[config.mk]
export PLATFORM = sky130hd
export DESIGN_NAME = adc_ctrl_reg
export DESIGN_NICKNAME = d
export VERILOG_FILES = /design/src/rtl/adc_ctrl_pkg.sv /design/src/rtl/adc_ctrl_wr_dec.sv /design/src/rtl/adc_ctrl_selfclr.sv /design/src/rtl/adc_ctrl_pd.sv /design/src/rtl/adc_ctrl_reg.sv
export SDC_FILE = /design/constraint.sdc
export NUM_CORES = 1
export LEC_CHECK = 0
export CORE_MARGIN = 1
export CORE_UTILIZATION = 30
export DETAILED_ROUTE_END_ITERATION = 8
export PLACE_DENSITY = 0.8
export SYNTH_ARGS = -nofsm -noshare
export SYNTH_HDL_FRONTEND = slang
export SYNTH_HIERARCHICAL = 1
export SYNTH_SLANG_ARGS = --single-unit
[constraint.sdc]
create_clock -name clk -period 0.99 [get_ports clk]
set_input_delay 0.198 -clock clk [delete_from_list [all_inputs] [get_ports clk]]
set_output_delay 0.198 -clock clk [all_outputs]
set_load 0.01 [all_outputs]
[src/rtl/adc_ctrl_pkg.sv]
package adc_ctrl_pkg;

    localparam int CTRL_W  = 14;
    localparam int ADDR_W  = 2;
    localparam int RSV_LSB = 10;

    // bit positions the decode depends on
    localparam int B_PWR   = 8;
    localparam int B_RDSEL = 6;
    localparam int B_IFM   = 5;
    localparam int B_CONV  = 4;
    localparam int B_CALMD = 3;
    localparam int B_CSEL  = 1;
    localparam int B_CALST = 0;

    typedef struct packed {
        logic [1:0] pwr;
        logic [1:0] rdsel;
        logic       ifm;
        logic       conv;
        logic       calmd;
        logic [1:0] calsel;
        logic       calst;
    } ctrl_word_t;

    typedef enum logic [1:0] {
        PD_ON      = 2'b00,
        PD_FULL    = 2'b01,
        PD_PARTIAL = 2'b10,
        PD_PIN     = 2'b11
    } pd_mode_e;

    function automatic ctrl_word_t unpack_word(input logic [CTRL_W-1:0] d);
        ctrl_word_t w;
        w.pwr    = d[B_PWR+:2];
        w.rdsel  = d[B_RDSEL+:2];
        w.ifm    = d[B_IFM];
        w.conv   = d[B_CONV];
        w.calmd  = d[B_CALMD];
        w.calsel = d[B_CSEL+:2];
        w.calst  = d[B_CALST];
        return w;
    endfunction

    function automatic pd_mode_e pd_decode(input logic [1:0] fld, input logic sleep);
        pd_mode_e m;
        case (fld)
            2'b00:   m = sleep ? PD_PIN : PD_ON;
            2'b01:   m = PD_ON;
            2'b10:   m = PD_FULL;
            default: m = PD_PARTIAL;
        endcase
        return m;
    endfunction

endpackage

[src/rtl/adc_ctrl_wr_dec.sv]
module adc_ctrl_wr_dec
    import adc_ctrl_pkg::*;
#(
    parameter int DATA_W  = CTRL_W,
    parameter int AW      = ADDR_W,
    parameter int RSV_POS = RSV_LSB
) (
    input  logic              wr_en,
    input  logic [AW-1:0]     wr_addr,
    input  logic [DATA_W-1:0] wr_data,
    output logic              accept,
    output logic              illegal,
    output ctrl_word_t        word
);
    localparam logic [AW-1:0] SEL_ADDR = {AW{1'b1}};
    localparam int            RSV_W    = DATA_W - RSV_POS;

    assign accept  = wr_en && (wr_addr == SEL_ADDR);
    assign illegal = accept && (|wr_data[DATA_W-1:RSV_POS]);
    // reserved bits never reach storage
    assign word    = unpack_word({{RSV_W{1'b0}}, wr_data[RSV_POS-1:0]});
endmodule

[src/rtl/adc_ctrl_selfclr.sv]
module adc_ctrl_selfclr (
    input  logic clk,
    input  logic rst,
    input  logic set_i,
    input  logic clr_i,
    output logic busy_o,
    output logic pulse_o
);
    always_ff @(posedge clk) begin
        if (rst) begin
            busy_o  <= 1'b0;
            pulse_o <= 1'b0;
        end else begin
            pulse_o <= set_i;
            if (set_i)
                busy_o <= 1'b1;      // set beats a same-cycle clear
            else if (clr_i)
                busy_o <= 1'b0;
        end
    end
endmodule

[src/rtl/adc_ctrl_pd.sv]
module adc_ctrl_pd
    import adc_ctrl_pkg::*;
(
    input  logic       clk,
    input  logic       rst,
    input  logic [1:0] fld_i,
    input  logic       sleep_i,
    output pd_mode_e   mode_o
);
    always_ff @(posedge clk) begin
        if (rst) mode_o <= PD_ON;
        else     mode_o <= pd_decode(fld_i, sleep_i);
    end
endmodule

[src/rtl/adc_ctrl_reg.sv]
module adc_ctrl_reg
    import adc_ctrl_pkg::*;
#(
    parameter int DATA_W  = CTRL_W,
    parameter int AW      = ADDR_W,
    parameter int RSV_POS = RSV_LSB,
    parameter int N_START = 2
) (
    input  logic              clk,
    input  logic              rst,
    input  logic              wr_en_i,
    input  logic [AW-1:0]     wr_addr_i,
    input  logic [DATA_W-1:0] wr_data_i,
    input  logic              sleep_i,
    input  logic              rd_done_i,
    input  logic              eoc_i,
    input  logic              eoc_cal_i,
    output logic [1:0]        pwr_field_o,
    output logic [1:0]        rd_sel_o,
    output logic              if_mode1_o,
    output logic              conv_start_o,
    output logic              conv_busy_o,
    output logic              cal_system_o,
    output logic [1:0]        cal_sel_o,
    output logic              cal_start_o,
    output logic              cal_busy_o,
    output logic [2:0]        cal_type_o,
    output logic              coef_sel_vld_o,
    output logic              wr_illegal_o,
    output logic [1:0]        pd_mode_o
);
    localparam int SI_CONV = 0;
    localparam int SI_CAL  = 1;

    logic       acc, illegal;
    ctrl_word_t w;
    ctrl_word_t st;
    pd_mode_e   pdm;

    logic [N_START-1:0] s_set, s_clr, s_busy, s_pulse;

    adc_ctrl_wr_dec #(.DATA_W(DATA_W), .AW(AW), .RSV_POS(RSV_POS)) i_dec (
        .wr_en   (wr_en_i),
        .wr_addr (wr_addr_i),
        .wr_data (wr_data_i),
        .accept  (acc),
        .illegal (illegal),
        .word    (w)
    );

    // static fields and interface mode
    always_ff @(posedge clk) begin
        if (rst) begin
            st           <= '0;
            wr_illegal_o <= 1'b0;
        end else begin
            wr_illegal_o <= illegal;
            if (acc) begin
                st.pwr    <= w.pwr;
                st.rdsel  <= w.rdsel;
                st.calmd  <= w.calmd;
                st.calsel <= w.calsel;
                st.ifm    <= w.ifm;
            end else if (rd_done_i) begin
                st.ifm    <= 1'b0;
            end
        end
    end

    assign s_set[SI_CONV] = acc && w.conv;
    assign s_clr[SI_CONV] = eoc_i;
    assign s_set[SI_CAL]  = acc && w.calst;
    assign s_clr[SI_CAL]  = eoc_cal_i;

    for (genvar g = 0; g < N_START; g++) begin : g_start
        adc_ctrl_selfclr i_bit (
            .clk     (clk),
            .rst     (rst),
            .set_i   (s_set[g]),
            .clr_i   (s_clr[g]),
            .busy_o  (s_busy[g]),
            .pulse_o (s_pulse[g])
        );
    end

    adc_ctrl_pd i_pd (
        .clk     (clk),
        .rst     (rst),
        .fld_i   (st.pwr),
        .sleep_i (sleep_i),
        .mode_o  (pdm)
    );

    assign pwr_field_o    = st.pwr;
    assign rd_sel_o       = st.rdsel;
    assign if_mode1_o     = st.ifm;
    assign cal_system_o   = st.calmd;
    assign cal_sel_o      = st.calsel;
    assign conv_busy_o    = s_busy[SI_CONV];
    assign conv_start_o   = s_pulse[SI_CONV];
    assign cal_busy_o     = s_busy[SI_CAL];
    assign cal_start_o    = s_pulse[SI_CAL];
    assign cal_type_o     = s_busy[SI_CAL] ? {st.calmd, st.calsel} : 3'b000;
    assign coef_sel_vld_o = !s_busy[SI_CAL];
    assign pd_mode_o      = pdm;
endmodule

==> results of run 1 <==
[final cells by class]
class / count / area, µm²
Timing Repair Buffer: 48 / 399
Multi-Input combinational cell: 36 / 245
Sequential cell: 15 / 315
Clock buffer: 4 / 26.3
Tap cell: 27 / 33.8
Fill cell: 197 / 931
Inverter: 3 / 11.3
[metrics by stage]
stage	hold slack [ns]	instance area (µm²)	std cells
floorplan	0.260	631	66
global placement	0.474	1050	129
detailed placement	0.478	1050	129
CTS	0.452	1000	132
global route	0.465	1030	133
finish	0.443	1030	133
[synth_stat cells]
cell,count,share of area
nand2b_1,2,0.020
nor3_1,1,0.0079
o41a_1,1,0.018
nand2_1,2,0.012
mux2i_1,7,0.11
and2_1,5,0.050
dfxtp_1,15,0.48
a21oi_1,2,0.016
buf_4,11,0.13
inv_1,3,0.018
a21oi_2,2,0.028
clkbuf_1,1,0.0059
and3_1,1,0.0099
or3b_1,2,0.028
nor2b_1,1,0.0099
nor2_1,10,0.060
[worst register-to-register path, delay by kind of cell, from the launching register on]
| family | cells | cell delay (ns) |
|---|---|---|
| simple gates | 1 | 0.34 |
| flops | 1 | 0.33 |
| compound gates | 1 | 0.12 |
| buf+inv | 1 | 0.11 |
[worst min-delay path by stage]
stage	startpoint	endpoint	slack [ns]	cells past startpoint
final	pwr_field_o[0]	i_pd/mode_o[0]	0.44	1
after floorplan	rst	g_start[0].i_bit/busy_o	0.26	1
after global routing	pwr_field_o[0]	i_pd/mode_o[0]	0.46	1
after global placement	g_start[0].i_bit/busy_o	g_start[0].i_bit/busy_o	0.47	2
after detailed placement	g_start[0].i_bit/busy_o	g_start[0].i_bit/busy_o	0.48	2
after CTS	pwr_field_o[0]	i_pd/mode_o[0]	0.45	1
[what timing repair did]
item | 4_1_cts | 5_1_grt
hold buffers | 0 | 0
buffers inserted | 0 | 1
endpoints found under the setup margin | 33 | 7
pin swaps | 8 | 0
resized for setup | 93 | 5
[routing by layer]
layer,GRT usage,vias up,routed length (µm)
li1,-,282,-
met1,0.153,265,577
met2,0.241,24,787
met3,0.0340,2,134
met4,0.0833,0,13
met5,0,-,0
[state kept, by name, summed over array words and instances, names as in the netlist]
name                   flops
cal_system_o               1
if_mode1_o                 1
wr_illegal_o               1
cal_sel_o                  2
i_pd/mode_o                2
g_start.i_bit/busy_o       2
g_start.i_bit/pulse_o      2
pwr_field_o                2
rd_sel_o                   2
[power by group]
group          internal [mW]  switching (mW)  leakage (nW)
logic                  0.128          0.0656         0.313
registers              0.623          0.0102         0.127
clock network          0.156           0.187        0.0150
total                  0.908           0.263         0.455
[kinds of logic after synthesis]
group | synth area share
muxes | 0.111
DFF | 0.476
AOI/OAI and AO/OA | 0.0615
and+or+nand+nor | 0.196
buffers and inverters | 0.155
==> summary.md, run 1 <==
| Metric | Value |
|---|---|
| Clock Latency Late Sink | `0.28 ns` |
| Port-buffer cells | `41` |
| Via-per-instance ratio | `4.31` |
| Worst-path clk slew | `0.09 ns` |
| Violated checks | `setup timing` |
| CTS max path bufs | `2` |
| Initial antenna violation count | `0` |
| Worst-Margin Slew | `0.123 ns` |
| Critical path depth | `2` |
| Clock Root Buffer | `clkbuf_4` |
| Worst rel slew slack | `0.916` |
| Fin worst setup slack | `-0.0970 ns` |
| Hold Crit Class | `flop to flop` |
| Total number of vias | `573` |
| Post-Syn Nets | `89` |
| Buf/Inv on CP | `1` |
| Fin crit share | `1.10` |
| Worst Setup Path Type | `flop to output pin` |
| Critical R2R Capture | `i_pd/mode_o[1]` |
| Worst R2R Setup Slack | `0.03 ns` |
| Nets | `130` |
| Worst R2R Start | `pwr_field_o[1]` |
| Synthesized area | `631 µm²` |
| Area grow syn2layout | `63.5%` |
| Max stage delay on crit path | `0.37 ns` |
| GPL Wtd Cong | `0.603` |
| Most common cell after layout, fill and taps aside | `clkdlybuf4s50_1` |
| Pwr Total | `1.17 mW` |
| Vias in the first global route | `484` |
| Cell family with most CP delay | `flip-flops` |
| Synth cell types | `16` |
| DR pass1 iterations | `2` |
| Die extent in x | `47.8 µm` |
| Peak Freq | `920 MHz` |
| Setup TNS Final | `-0.299 ns` |
| Largest net degree at the start of global routing | `16` |
| Post-Route Skew | `0.00745 ns` |
| Mapped Cells | `66` |
| Post-layout min period | `1.09 ns` |
| CTS tree | `done` |
| Status | `finished, violations left` |
| CTS H-tree lvls | `1` |
| TritonCTS Sinks | `15` |
| Post-DRT Antenna Nets | `0` |
| Mean Syn Cell Area | `9.55 µm²` |
| End point of the critical path | `cal_type_o[0]` |
| First-iteration detailed-routing DRC count | `1` |
| Post-route DRC | `0` |
| Power Dens Cells | `1140 nW/µm²` |
| Max VDD drop | `0.000658 V` |
| Worst-path cell chain | `and2_4, buf_6` |
| Worst Path Arrival | `0.89 ns` |
| Synthesized flop and latch total | `15` |
| Post-DP HPWL | `1.15 mm` |
| Max-cap violations | `0` |
| Gr ovfl total | `0` |
| Setup crit start kind | `flop` |
| TritonCTS buffer count | `3` |
| Share of cells above drive strength 1 | `0.425` |
| Final setup vio count | `4` |
| Dpl ws | `-0.379 ns` |
| Sequential area share after synthesis | `0.476` |
| Req. time, crit path | `0.79 ns` |
| Final Slew Violations | `0` |
| # IOs | `42` |
| # diodes | `0` |
| Worst Reg-to-Reg Cells | `3` |
| Starting Density | `0.321` |
| Total Routing Usage GR | `0.139` |
| YS warnings | `6` |
| Worst setup EP type | `output pin` |
| Leak pwr | `0.455 nW` |
| Die Span Y | `47.8 µm` |
| Post-Route Utilization | `0.526` |
| First-pass GRT wire length | `2.13 mm` |
| Max stage delay cell, worst path | `dfxtp_4` |
| Core ar. | `1960 µm²` |
| Die area | `2290 µm²` |
| RSZ-0062 raised after global routing | `yes` |
| Critical path startpoint | `g_start[1].i_bit/busy_o` |
| Routed WL per cell | `11.4 µm` |
| Final hold vios | `0` |
| Most frequent cells in the layout | `19 x clkdlybuf4s50_1, 16 x buf_2, 10 x nor2_1, 9 x dfxtp_2, 7 x mux2i_1` |
| Site row count | `16` |
| Maximum fanout along the worst path | `6` |
| Post-Route WL | `1.51 mm` |
Power figures use the tool's default switching activity.
==> inputs of run 2 (changes only) <==
GPL_TIMING_DRIVEN = 1   (was unset)
==> results of run 2 <==
The final DEF is identical to that of run 1; final timing and power are the same.
